**config.mk**
```make
export PLATFORM = sky130hd
export DESIGN_NAME = rxbuf_writer
export DESIGN_NICKNAME = d
export VERILOG_FILES = /design/src/rtl/rxw_pkg.sv /design/src/rtl/rxw_lane_pack.sv /design/src/rtl/rxw_len_ctr.sv /design/src/rtl/rxbuf_writer.sv
export SDC_FILE = /design/constraint.sdc
export NUM_CORES = 1
export LEC_CHECK = 0
export BUFFER_PORTS_ARGS = -buffer_cell sky130_fd_sc_hd__buf_2
export CELL_PAD_IN_SITES_DETAIL_PLACEMENT = 1
export CELL_PAD_IN_SITES_GLOBAL_PLACEMENT = 2
export CORE_MARGIN = 5
export CORE_UTILIZATION = 31
export CTS_CLUSTER_SIZE = 8
export DETAILED_ROUTE_END_ITERATION = 7
export PLACE_DENSITY = 0.79
export RECOVER_POWER = 25
export SLEW_MARGIN = 20
export SYNTH_ARGS = -nofsm -noshare
export SYNTH_HDL_FRONTEND = slang
export SYNTH_SLANG_ARGS = --single-unit
export TNS_END_PERCENT = 30
```
**constraint.sdc**
```tcl
create_clock -name clk -period 5.8 [get_ports clk]
set_input_delay 0 -clock clk [delete_from_list [all_inputs] [get_ports clk]]
set_output_delay 0 -clock clk [all_outputs]
set_load 0.02 [all_outputs]
```
**src/rtl/rxw_pkg.sv**
```systemverilog
package rxw_pkg;
   localparam int ST_OWN_BIT   = 31;
   localparam int ST_LEN_LSB   = 16;
   localparam int ST_LEN_MAXW  = 14;
   localparam int ST_FIRST_BIT = 9;
   localparam int ST_LAST_BIT  = 8;
   localparam int ST_OVF_BIT   = 7;
endpackage

```
**src/rtl/rxw_lane_pack.sv**
```systemverilog
module rxw_lane_pack #(
   parameter int NB = 4
) (
   input  logic [8*NB-1:0]            src,
   input  logic [$clog2(NB)-1:0]      lane,
   input  logic [$clog2(NB+1)-1:0]    take,
   output logic [8*NB-1:0]            put_d,
   output logic [NB-1:0]              put_be
);
   localparam int LB = $clog2(NB);
   localparam int CW = $clog2(NB+1);

   for (genvar g = 0; g < NB; g++) begin : g_lane
      logic [LB-1:0]   sel;
      logic            hit;
      logic [8*NB-1:0] shifted;
      always_comb begin
         sel     = LB'(g) - lane;
         hit     = (CW'(g) >= CW'(lane)) && (CW'(g) < (CW'(lane) + take));
         shifted = src >> {sel, 3'b000};
         put_be[g]       = hit;
         put_d[8*g +: 8] = hit ? shifted[7:0] : 8'h00;
      end
   end
endmodule

```
**src/rtl/rxw_len_ctr.sv**
```systemverilog
module rxw_len_ctr #(
   parameter int LW = 14,
   parameter int CW = 3
) (
   input  logic          clk,
   input  logic          rst_n,
   input  logic          step,
   input  logic [CW-1:0] amt,
   input  logic          restart,
   output logic [LW-1:0] len_nxt,
   output logic          ovf_nxt
);
   localparam logic [LW-1:0] LMAX = '1;

   logic [LW-1:0] len_q;
   logic          ovf_q;
   logic [LW:0]   sum;

   always_comb begin
      sum     = {1'b0, len_q} + (LW+1)'(amt);
      len_nxt = sum[LW] ? LMAX : sum[LW-1:0];
      ovf_nxt = ovf_q | sum[LW];
   end

   always_ff @(posedge clk) begin
      if (!rst_n) begin
         len_q <= '0;
         ovf_q <= 1'b0;
      end else if (step) begin
         if (restart) begin
            len_q <= '0;
            ovf_q <= 1'b0;
         end else begin
            len_q <= len_nxt;
            ovf_q <= ovf_nxt;
         end
      end
   end

   assert_sat_hold_R9: assert property (@(posedge clk) disable iff (!rst_n)
      ovf_q |-> (len_q == LMAX));

   assert_len_grow_R7: assert property (@(posedge clk) disable iff (!rst_n)
      (step && !restart) |=> (len_q >= $past(len_q)));
endmodule

```
**src/rtl/rxbuf_writer.sv**
```systemverilog
module rxbuf_writer
   import rxw_pkg::*;
#(
   parameter int         DW         = 32,
   parameter int         AW         = 16,
   parameter int         SW         = 14,
   parameter int         LW         = 14,
   parameter logic [7:0] DUMMY_BYTE = 8'h00
) (
   input  logic                      clk,
   input  logic                      rst_n,
   input  logic                      in_valid,
   output logic                      in_ready,
   input  logic [DW-1:0]             in_data,
   input  logic                      in_eof,
   input  logic [$clog2(DW/8+1)-1:0] in_cnt,
   output logic                      desc_req,
   input  logic                      desc_valid,
   input  logic [AW-1:0]             desc_addr,
   input  logic [SW-1:0]             desc_size,
   output logic                      wr_valid,
   output logic [AW-1:0]             wr_addr,
   output logic [DW-1:0]             wr_data,
   output logic [DW/8-1:0]           wr_be,
   output logic                      st_valid,
   output logic [31:0]               st_word
);
   localparam int NB = DW/8;
   localparam int LB = $clog2(NB);
   localparam int CW = $clog2(NB+1);

   if ((DW % 8) != 0 || NB < 2 || (NB & (NB-1)) != 0) begin : g_bad_dw
      $error("rxbuf_writer: DW must be a power-of-two byte count of at least 2 bytes");
   end
   if (LW < 1 || LW > ST_LEN_MAXW) begin : g_bad_lw
      $error("rxbuf_writer: LW must fit the status length field");
   end
   if (SW <= LB || AW <= LB) begin : g_bad_aw
      $error("rxbuf_writer: SW and AW must exceed the lane index width");
   end

   // buffer state
   logic          buf_v;
   logic [AW-1:0] cur_a;
   logic [SW-1:0] rem;
   logic          first_q;
   // pending FIFO word, next byte in the low lane
   logic          pend_v;
   logic [DW-1:0] pend_d;
   logic [CW-1:0] pend_n;
   logic          pend_eof;
   // partly assembled output word
   logic [DW-1:0] acc_d;
   logic [NB-1:0] acc_be;
   logic [DW-1:0] wr_raw;

   logic [LB-1:0] lane;
   logic [CW-1:0] room, take;
   logic          step, drain_all, buf_full, frm_end, close, flush, load, desc_take;
   logic [DW-1:0] put_d, mrg_d;
   logic [NB-1:0] put_be, mrg_be;
   logic [LW-1:0] len_nxt;
   logic          ovf_nxt;
   logic [31:0]   st_nxt;

   always_comb begin
      lane = cur_a[LB-1:0];
      room = CW'(NB) - CW'(lane);
      take = pend_n;
      if (room < take) take = room;
      if (rem < SW'(take)) take = CW'(rem);
      step      = buf_v && pend_v;
      drain_all = step && (take == pend_n);
      buf_full  = step && (rem == SW'(take));
      frm_end   = drain_all && pend_eof;
      close     = buf_full || frm_end;
      flush     = step && (((CW'(lane) + take) == CW'(NB)) || close);
      in_ready  = !pend_v || drain_all;
      load      = in_valid && in_ready;
      desc_req  = !buf_v;
      desc_take = desc_valid && !buf_v;
      mrg_d     = acc_d | put_d;
      mrg_be    = acc_be | put_be;
   end

   rxw_lane_pack #(.NB(NB)) u_pack (
      .src    (pend_d),
      .lane   (lane),
      .take   (take),
      .put_d  (put_d),
      .put_be (put_be)
   );

   rxw_len_ctr #(.LW(LW), .CW(CW)) u_len (
      .clk     (clk),
      .rst_n   (rst_n),
      .step    (step),
      .amt     (take),
      .restart (frm_end),
      .len_nxt (len_nxt),
      .ovf_nxt (ovf_nxt)
   );

   always_comb begin
      st_nxt = '0;
      st_nxt[ST_OWN_BIT] = 1'b0;
      if (frm_end) st_nxt[ST_LEN_LSB +: LW] = len_nxt;
      st_nxt[ST_FIRST_BIT] = first_q;
      st_nxt[ST_LAST_BIT]  = frm_end;
      st_nxt[ST_OVF_BIT]   = frm_end & ovf_nxt;
   end

   always_ff @(posedge clk) begin
      if (!rst_n) begin
         buf_v    <= 1'b0;
         cur_a    <= '0;
         rem      <= '0;
         first_q  <= 1'b1;
         pend_v   <= 1'b0;
         pend_d   <= '0;
         pend_n   <= '0;
         pend_eof <= 1'b0;
         acc_d    <= '0;
         acc_be   <= '0;
         wr_valid <= 1'b0;
         wr_addr  <= '0;
         wr_raw   <= '0;
         wr_be    <= '0;
         st_valid <= 1'b0;
         st_word  <= '0;
      end else begin
         wr_valid <= flush;
         st_valid <= close;
         if (flush) begin
            wr_addr <= {cur_a[AW-1:LB], LB'(0)};
            wr_raw  <= mrg_d;
            wr_be   <= mrg_be;
         end
         if (close) st_word <= st_nxt;

         if (desc_take) begin
            buf_v <= 1'b1;
            cur_a <= desc_addr;
            rem   <= desc_size - SW'(desc_addr[LB-1:0]);
         end else if (step) begin
            cur_a <= cur_a + AW'(take);
            rem   <= rem - SW'(take);
            if (close) begin
               buf_v   <= 1'b0;
               first_q <= frm_end;
            end
         end

         if (step) begin
            acc_d  <= flush ? '0 : mrg_d;
            acc_be <= flush ? '0 : mrg_be;
         end

         if (load) begin
            pend_v   <= 1'b1;
            pend_d   <= in_data;
            pend_n   <= in_eof ? in_cnt : CW'(NB);
            pend_eof <= in_eof;
         end else if (step) begin
            pend_v <= !drain_all;
            pend_d <= pend_d >> {take, 3'b000};
            pend_n <= pend_n - take;
         end
      end
   end

   for (genvar g = 0; g < NB; g++) begin : g_out_lane
      assign wr_data[8*g +: 8] = wr_be[g] ? wr_raw[8*g +: 8] : DUMMY_BYTE;
   end

   assert_aligned_R1: assert property (@(posedge clk) disable iff (!rst_n)
      wr_valid |-> (wr_addr[LB-1:0] == '0));
   assert_be_nonzero_R2: assert property (@(posedge clk) disable iff (!rst_n)
      wr_valid |-> (wr_be != '0));
   assert_desc_cap_R3: assert property (@(posedge clk) disable iff (!rst_n)
      (desc_valid && desc_req) |-> (desc_size > SW'(desc_addr[LB-1:0])));
   assert_cap_live_R3: assert property (@(posedge clk) disable iff (!rst_n)
      buf_v |-> (rem != '0));
   assert_close_flush_R4: assert property (@(posedge clk) disable iff (!rst_n)
      st_valid |-> wr_valid);
   assert_own_clear_R6: assert property (@(posedge clk) disable iff (!rst_n)
      st_valid |-> !st_word[ST_OWN_BIT]);
   assert_len_only_last_R7: assert property (@(posedge clk) disable iff (!rst_n)
      (st_valid && !st_word[ST_LAST_BIT]) |-> (st_word[ST_LEN_LSB +: LW] == '0));
   assert_stall_R8: assert property (@(posedge clk) disable iff (!rst_n)
      (!buf_v && pend_v) |-> !in_ready);
   assert_cnt_range_R11: assert property (@(posedge clk) disable iff (!rst_n)
      (in_valid && in_ready && in_eof) |-> ((in_cnt != '0) && (in_cnt <= CW'(NB))));
endmodule

```
Word-level counts from Yosys, hierarchy flattened:

Index checks and enable logic that the tools add are counted.

* add/subtract/negate cells: 11
* multipliers: 0
* divide/modulo/power cells: 0
* order comparisons: 9
* equal/unequal tests: 3
* shift-type cells: 5
* multiplexer cells: 30
* bitwise operators: 5
* reductions and logical operators: 21

Operator list (count)
* $shr A32 B5 Y8: 4
* $mux W32: 3
* $mux W14: 5
* $mux W8: 8
* $mux W16: 2
* $or A32 B32 Y32: 1
* $shr A32 B6 Y32: 1
* $add A16 B3 Y16: 1
* $add A14 B3 Y15: 1
* $mux W3: 5
* $eq A14 B3 Y1: 1
* $lt A14 B3 Y1: 1
* $sub A14 B2 Y14: 1
* $sub A14 B3 Y14: 1
* $logic_and A1 B1 Y1: 10
* $lt A1 B3 Y1 const A: 2
* $lt A2 B3 Y1 const A: 2
* $mux W1: 6
* $reduce_bool A2 Y1: 3
* $ge A1 B2 Y1 const A: 2
* $mux W4: 1
* $or A4 B4 Y4: 1
* $sub A1 B2 Y2 const A: 2
* $sub A2 B2 Y2 const A: 2
* 14 further kinds: 18

* register bits after elaboration: 189
* bits in latches: 0
* bits in writable memories: 0
* memory bits (read-only): 0
* output and inout bits: 88
* logic and storage cells: 102
* memories: 0

Depth between registers and ports, before layout:

* depth after elaboration: 12
* depth in mapped cells: 24

Cells and area by module:

Synthesis repeated with hierarchy kept, for this count alone.

* cells, all modules: 1357
* area, all modules: 11623.6 um^2

By module, submodules not included
* rxbuf_writer: times used 1, cells an instance 1119, area each 9227.6 um^2
* rxw_lane_pack: times used 1, cells an instance 99, area each 1303.8 um^2
* rxw_len_ctr: times used 1, cells an instance 139, area each 1092.3 um^2

Worst setup path before layout:

Ideal clock, no wire load.

* path type: register to register
* start point: register cur_a[1]
* end point: register st_word[23]
* data arrival time: 5328 ps
* slack: 386 ps
* stages on the path, launching flop included: 24
* cells stage by stage: dfxtp_1 clkbuf_1 clkbuf_1 inv_1 ha_1 ha_1 a211o_1 a211oi_1 o21a_1 o221ai_1 buf_2 inv_1 ha_1 inv_1 fa_1 nor2b_1 o21a_1 nand4_1 nor2_1 and3_1 clkbuf_1 clkbuf_1 nor3_1 a211oi_1

* cells in the longest elaborated chain, start to end: 9
* elaborated cells between the ends (all ways): 14

Ends and longest elaborated chain
* from (decl): line rxbuf_writer.sv:44 `logic [AW-1:0] cur_a;`
* from (signal assigned): line rxbuf_writer.sv:143 `cur_a <= desc_addr;`
* from (signal assigned): line rxbuf_writer.sv:146 `cur_a <= cur_a + AW'(take);`
* $sub A3 B2 Y3 (*): line rxbuf_writer.sv:68 `room = CW'(NB) - CW'(lane);`
* $lt A3 B3 Y1: line rxbuf_writer.sv:70 `if (room < take) take = room;`
* $mux W3 (*): line rxbuf_writer.sv:70
* $lt A14 B3 Y1: line rxbuf_writer.sv:71 `if (rem < SW'(take)) take = CW'(rem);`
* $mux W3 (*): line rxbuf_writer.sv:71
* branches (longest 4 deep; another with $add A14 B3 Y15)
* to (signal assigned): line rxbuf_writer.sv:139 `if (close) st_word <= st_nxt;`
* to (decl): line rxbuf_writer.sv:26 `output logic [31:0] st_word`

Every way passes the cells marked *.
A chain may end at the register's enable or synchronous reset.

Final worst setup path:

* start point: register cur_a[1]
* end point: register wr_addr[3]

* cells in the longest elaborated chain, start to end: 11
* elaborated cells between the ends (all ways): 15

Ends and longest elaborated chain
* branches (longest 9 deep; another with $lt A14 B3 Y1)
* $logic_or A1 B1 Y1 (*): line rxbuf_writer.sv:77 `flush = step && (((CW'(lane) + take) == CW'(NB)) || close);`
* $logic_and A1 B1 Y1 (*): line rxbuf_writer.sv:77
* to (signal assigned): line rxbuf_writer.sv:135 `wr_addr <= {cur_a[AW-1:LB], LB'(0)};`
* to (decl): line rxbuf_writer.sv:22 `output logic [AW-1:0] wr_addr,`

Marks and branches as above.

==> run metrics <==
outcome=completed; overall via count from detail_route=a little over 9000; violation count after the first detailed-route iteration=493; Register-to-Register Setup Slack=0.64 ns; Hold Violations, Final=0; global-route track usage on met3=around 2.8%; cell area after placement=roughly 11000 µm²; reported leakage power=between 4 and 5 nW; EDFF count, synth=0; terminus of the critical flop-to-flop path=wr_addr[3]; number of synthesized register bits=between 150 and 200; number of warning messages in the yosys log=0; post-route minimum period=5.16 ns; Clock Pin Slew Worst Setup and Hold Paths=roughly 0.080 ns; GR Util met1=~24%; Clock Latency Late Sink=between 0.4 and 0.5 ns; launching element of the worst setup path=cur_a[1]; grt total ovfl=0; # hold bufs at CTS=between 50 and 60; y dimension of the die=191 µm; main area contributors after synthesis=dfxtp_1 (37%), mux4_2 (7.1%), a21oi_1 (4.5%); Synth-to-Final Area Change=20.8%; summed instance area of the synthesized netlist=between 10000 and 15000 µm²; async set-or-reset flop fraction in the synthesized netlist=0%; detail-routed net length per standard cell=roughly 19 µm; clock network power share=35.6%; worst slew pin tran=1.06 ns; fraction of layout cells with a size suffix above 1=16.1%; Total Die Area=between 30000 and 40000 µm²; Comb power frac=around 23%; number of H-tree branching levels=4; Clock Path Buffers=2; register share of total power=between 40% and 50%; count of antenna-violating nets left after detailed routing=0; leading area contributor after synthesis=dfxtp_1; min setup slack post-route=between 0.6 and 0.7 ns; sequential area share after synthesis=37.4%; clk root buf=clkbuf_16; final routed wirelength across all metal layers=~33000 µm; FF-to-FF path depth=16; top cell type's share of synthesized area=around 37%; switching share of power=approximately 34%; count of pins on the block boundary=158; number of clock sinks=189; Layout Cell Area excl Fill=approximately 12000 µm²; post-layout util=a little under two fifths; critical setup path kind=flop to flop; Worst slew margin=a little under 30%; maximum clock frequency=just under 200 MHz; launch point of the worst reg-to-reg path=cur_a[1]; maximum net fanout on the critical path=50; Global Route Usage Sum=around 18%; Data arrival, critical path=around 5.5 ns; synthesized area per cell=8.92 µm²; number of setup buffers added after CTS=0; internal power=2.24 mW; antenna violations before repair=0; area of the core region=around 32000 µm²; maximum number of pins on one net before global-route repair=59; peak-usage layer in the global routing report=met2; maximum cell stage delay along the critical path=0.61 ns; number of diodes added for antenna fixing=0; met2 GRT Util=between 20% and 30%; worst hold margin=0.0198 ns; clock tree from TritonCTS=done; Synth cell types=82; Residual DRC=0; via density per instance=~5.3; first drt pass iteration count=5; critical path required time=roughly 6.1 ns; Hold Path Class=primary input to flop; maximum vdd drop=approximately 0.00022 V; final worst clock skew=0.0219 ns; count of max-cap constraint violations=0; number of global-route vias before repair=between 9000 and 10000; sort of element at the end of the critical path=flop; final number of setup-violating endpoints=0; wire length of the first global-routing pass=52300 µm; fin. max-slew vios=0; synthesized instance count=approximately 1100; cell with the biggest individual delay on the critical path=and4b_2; Main synth FF type=dfxtp_1; Resized Gates After CTS=0; Setup WS pre-CTS=~0.65 ns; P_sw=about 1.2 mW; hpwl dp=roughly 23000 µm; unrepaired setup endpoints after global routing=no; count of input and output buffers=140; PwrDens=approximately 280 nW/µm²; Inserted Clock Buffers=17; overall die width=approximately 190 µm; final sum of negative setup slack=0 ns; net count reported at finish=about 1400; critical-path cell list=inv_1 > ha_1 > ha_1 > a211o_1 > a211oi_1 > o21a_1 > o221ai_1 > buf_4 > inv_1 > ha_1 > inv_1 > fa_1 > or3_1 > a21oi_1 > and4b_2 > a22o_1; Routability Congestion=between 0.8 and 0.9; CP Launch Type=flop; Cell Rows=between 60 and 70; initial cell density of the core=a little under a third; crit share post-route=88.9%; capturing instance or port of the critical path=wr_addr[3]
-- layout make-up --
class	count	area, µm²
fillers	3834	20100
multi-input cells	840	5830
flip-flops and latches	189	3780
repair buffers	216	1350
well taps	442	553
clock buffers	17	425
clock inverters	15	184
inverters	30	113
-- placed cells by master, fill, tap and decap left out, types with 38 or more instances in the layout --
| master | synthesis | final |
|---|---|---|
| a21oi_1 | 92 | 92 |
| a31oi_1 | 44 | 44 |
| buf_2 | 21 | 86 |
| clkbuf_1 | 45 | 54 |
| dfxtp_1 | 189 | 188 |
| dlygate4sd3_1 | 0 | 57 |
| nand2_1 | 79 | 79 |
| nor2_1 | 119 | 118 |
| o21ai_0 | 38 | 38 |
| o2bb2ai_1 | 38 | 38 |
-- cells by family after synthesis --
family,count (synthesis),share of synthesized area (%)
other,1,0.0370
adders and majority gates,22,2.94
DFF,189,37.4
xor gates and xnor gates,24,2.08
muxes,45,8.41
and+or+nand+nor,364,17.5
AOI/OAI and AO/OA,368,25.9
buffers and inverters,123,5.74
-- cell usage after synthesis, types with 4 or more instances --
| cell | count |
|---|---|
| and3_1 | 12 |
| buf_4 | 17 |
| or3_1 | 6 |
| xnor2_1 | 11 |
| a31oi_1 | 44 |
| and2_1 | 45 |
| a221oi_1 | 7 |
| nor3_1 | 17 |
| a22o_1 | 14 |
| o21ai_0 | 38 |
| o2bb2ai_1 | 38 |
| a22oi_1 | 17 |
| inv_1 | 28 |
| o221a_1 | 16 |
| ha_1 | 19 |
| buf_1 | 6 |
| mux4_2 | 32 |
| clkbuf_1 | 45 |
| o31ai_1 | 4 |
| a21o_1 | 13 |
| o21ai_1 | 4 |
| dfxtp_1 | 189 |
| nor2_1 | 119 |
| nand2_1 | 79 |
| xor2_1 | 13 |
| buf_2 | 21 |
| nor2b_1 | 6 |
| nand3_1 | 29 |
| a21oi_1 | 92 |
| o21ba_2 | 8 |
| mux2i_1 | 12 |
| buf_6 | 4 |
| o21a_1 | 22 |
| nand2b_1 | 7 |
| or2_2 | 12 |
| nand3b_1 | 10 |
| a211oi_1 | 7 |
| nor4_1 | 4 |
-- critical path: cells and delay by family, from the launching register on --
kind,cells,cell delay [ns]
AOI/OAI and AO/OA,6,1.71
adders and majority gates,4,1.29
buffers and inverters,4,0.58
DFF,1,0.33
and+or+nand+nor,2,1.12
-- worst min-delay path by stage --
stage	from	endpoint	slack, ns	cells past startpoint
finish	in_data[10]	pend_d[10]	0.02	3
global route	in_data[10]	pend_d[10]	0.01	3
CTS	in_data[10]	pend_d[10]	0.01	3
detailed placement	in_data[30]	pend_d[30]	0.26	3
global placement	desc_addr[3]	cur_a[3]	0.26	3
floorplan	in_eof	pend_eof	0.14	2
-- flip-flops by register name, summed over array words and instances, names as in the netlist --
signal	cells
acc_be	4
acc_d	32
buf_v	1
cur_a	16
first_q	1
pend_d	32
pend_eof	1
pend_n	3
pend_v	1
rem	14
st_valid	1
st_word	17
u_len.len_q	14
u_len.ovf_q	1
wr_addr	14
wr_be	4
wr_raw	32
wr_valid	1
-- through the flow --
step | power, mW | instances
floorplan | 1.97 | 1152
global placement | 2.17 | 1659
detailed placement | 2.19 | 1659
CTS | 3.44 | 1748
global route | 3.58 | 1749
finish | 3.40 | 1749
-- routing by layer --
layer	share of wire, %	wire (µm)
met1	48	15700
met4	1.9	626
met2	47	15500
met3	3.1	1030
met5	0	0
-- power by group through the flow --
stage / Sequential [mW] / Combinational, mW / Clock, mW
finish: 1.43 / 0.765 / 1.21
global route: 1.43 / 0.838 / 1.30
CTS: 1.42 / 0.769 / 1.24
detailed placement: 1.45 / 0.732 / 0
global placement: 1.45 / 0.717 / 0
floorplan: 1.43 / 0.540 / 0
No activity file was read; power rests on OpenSTA's default activity.
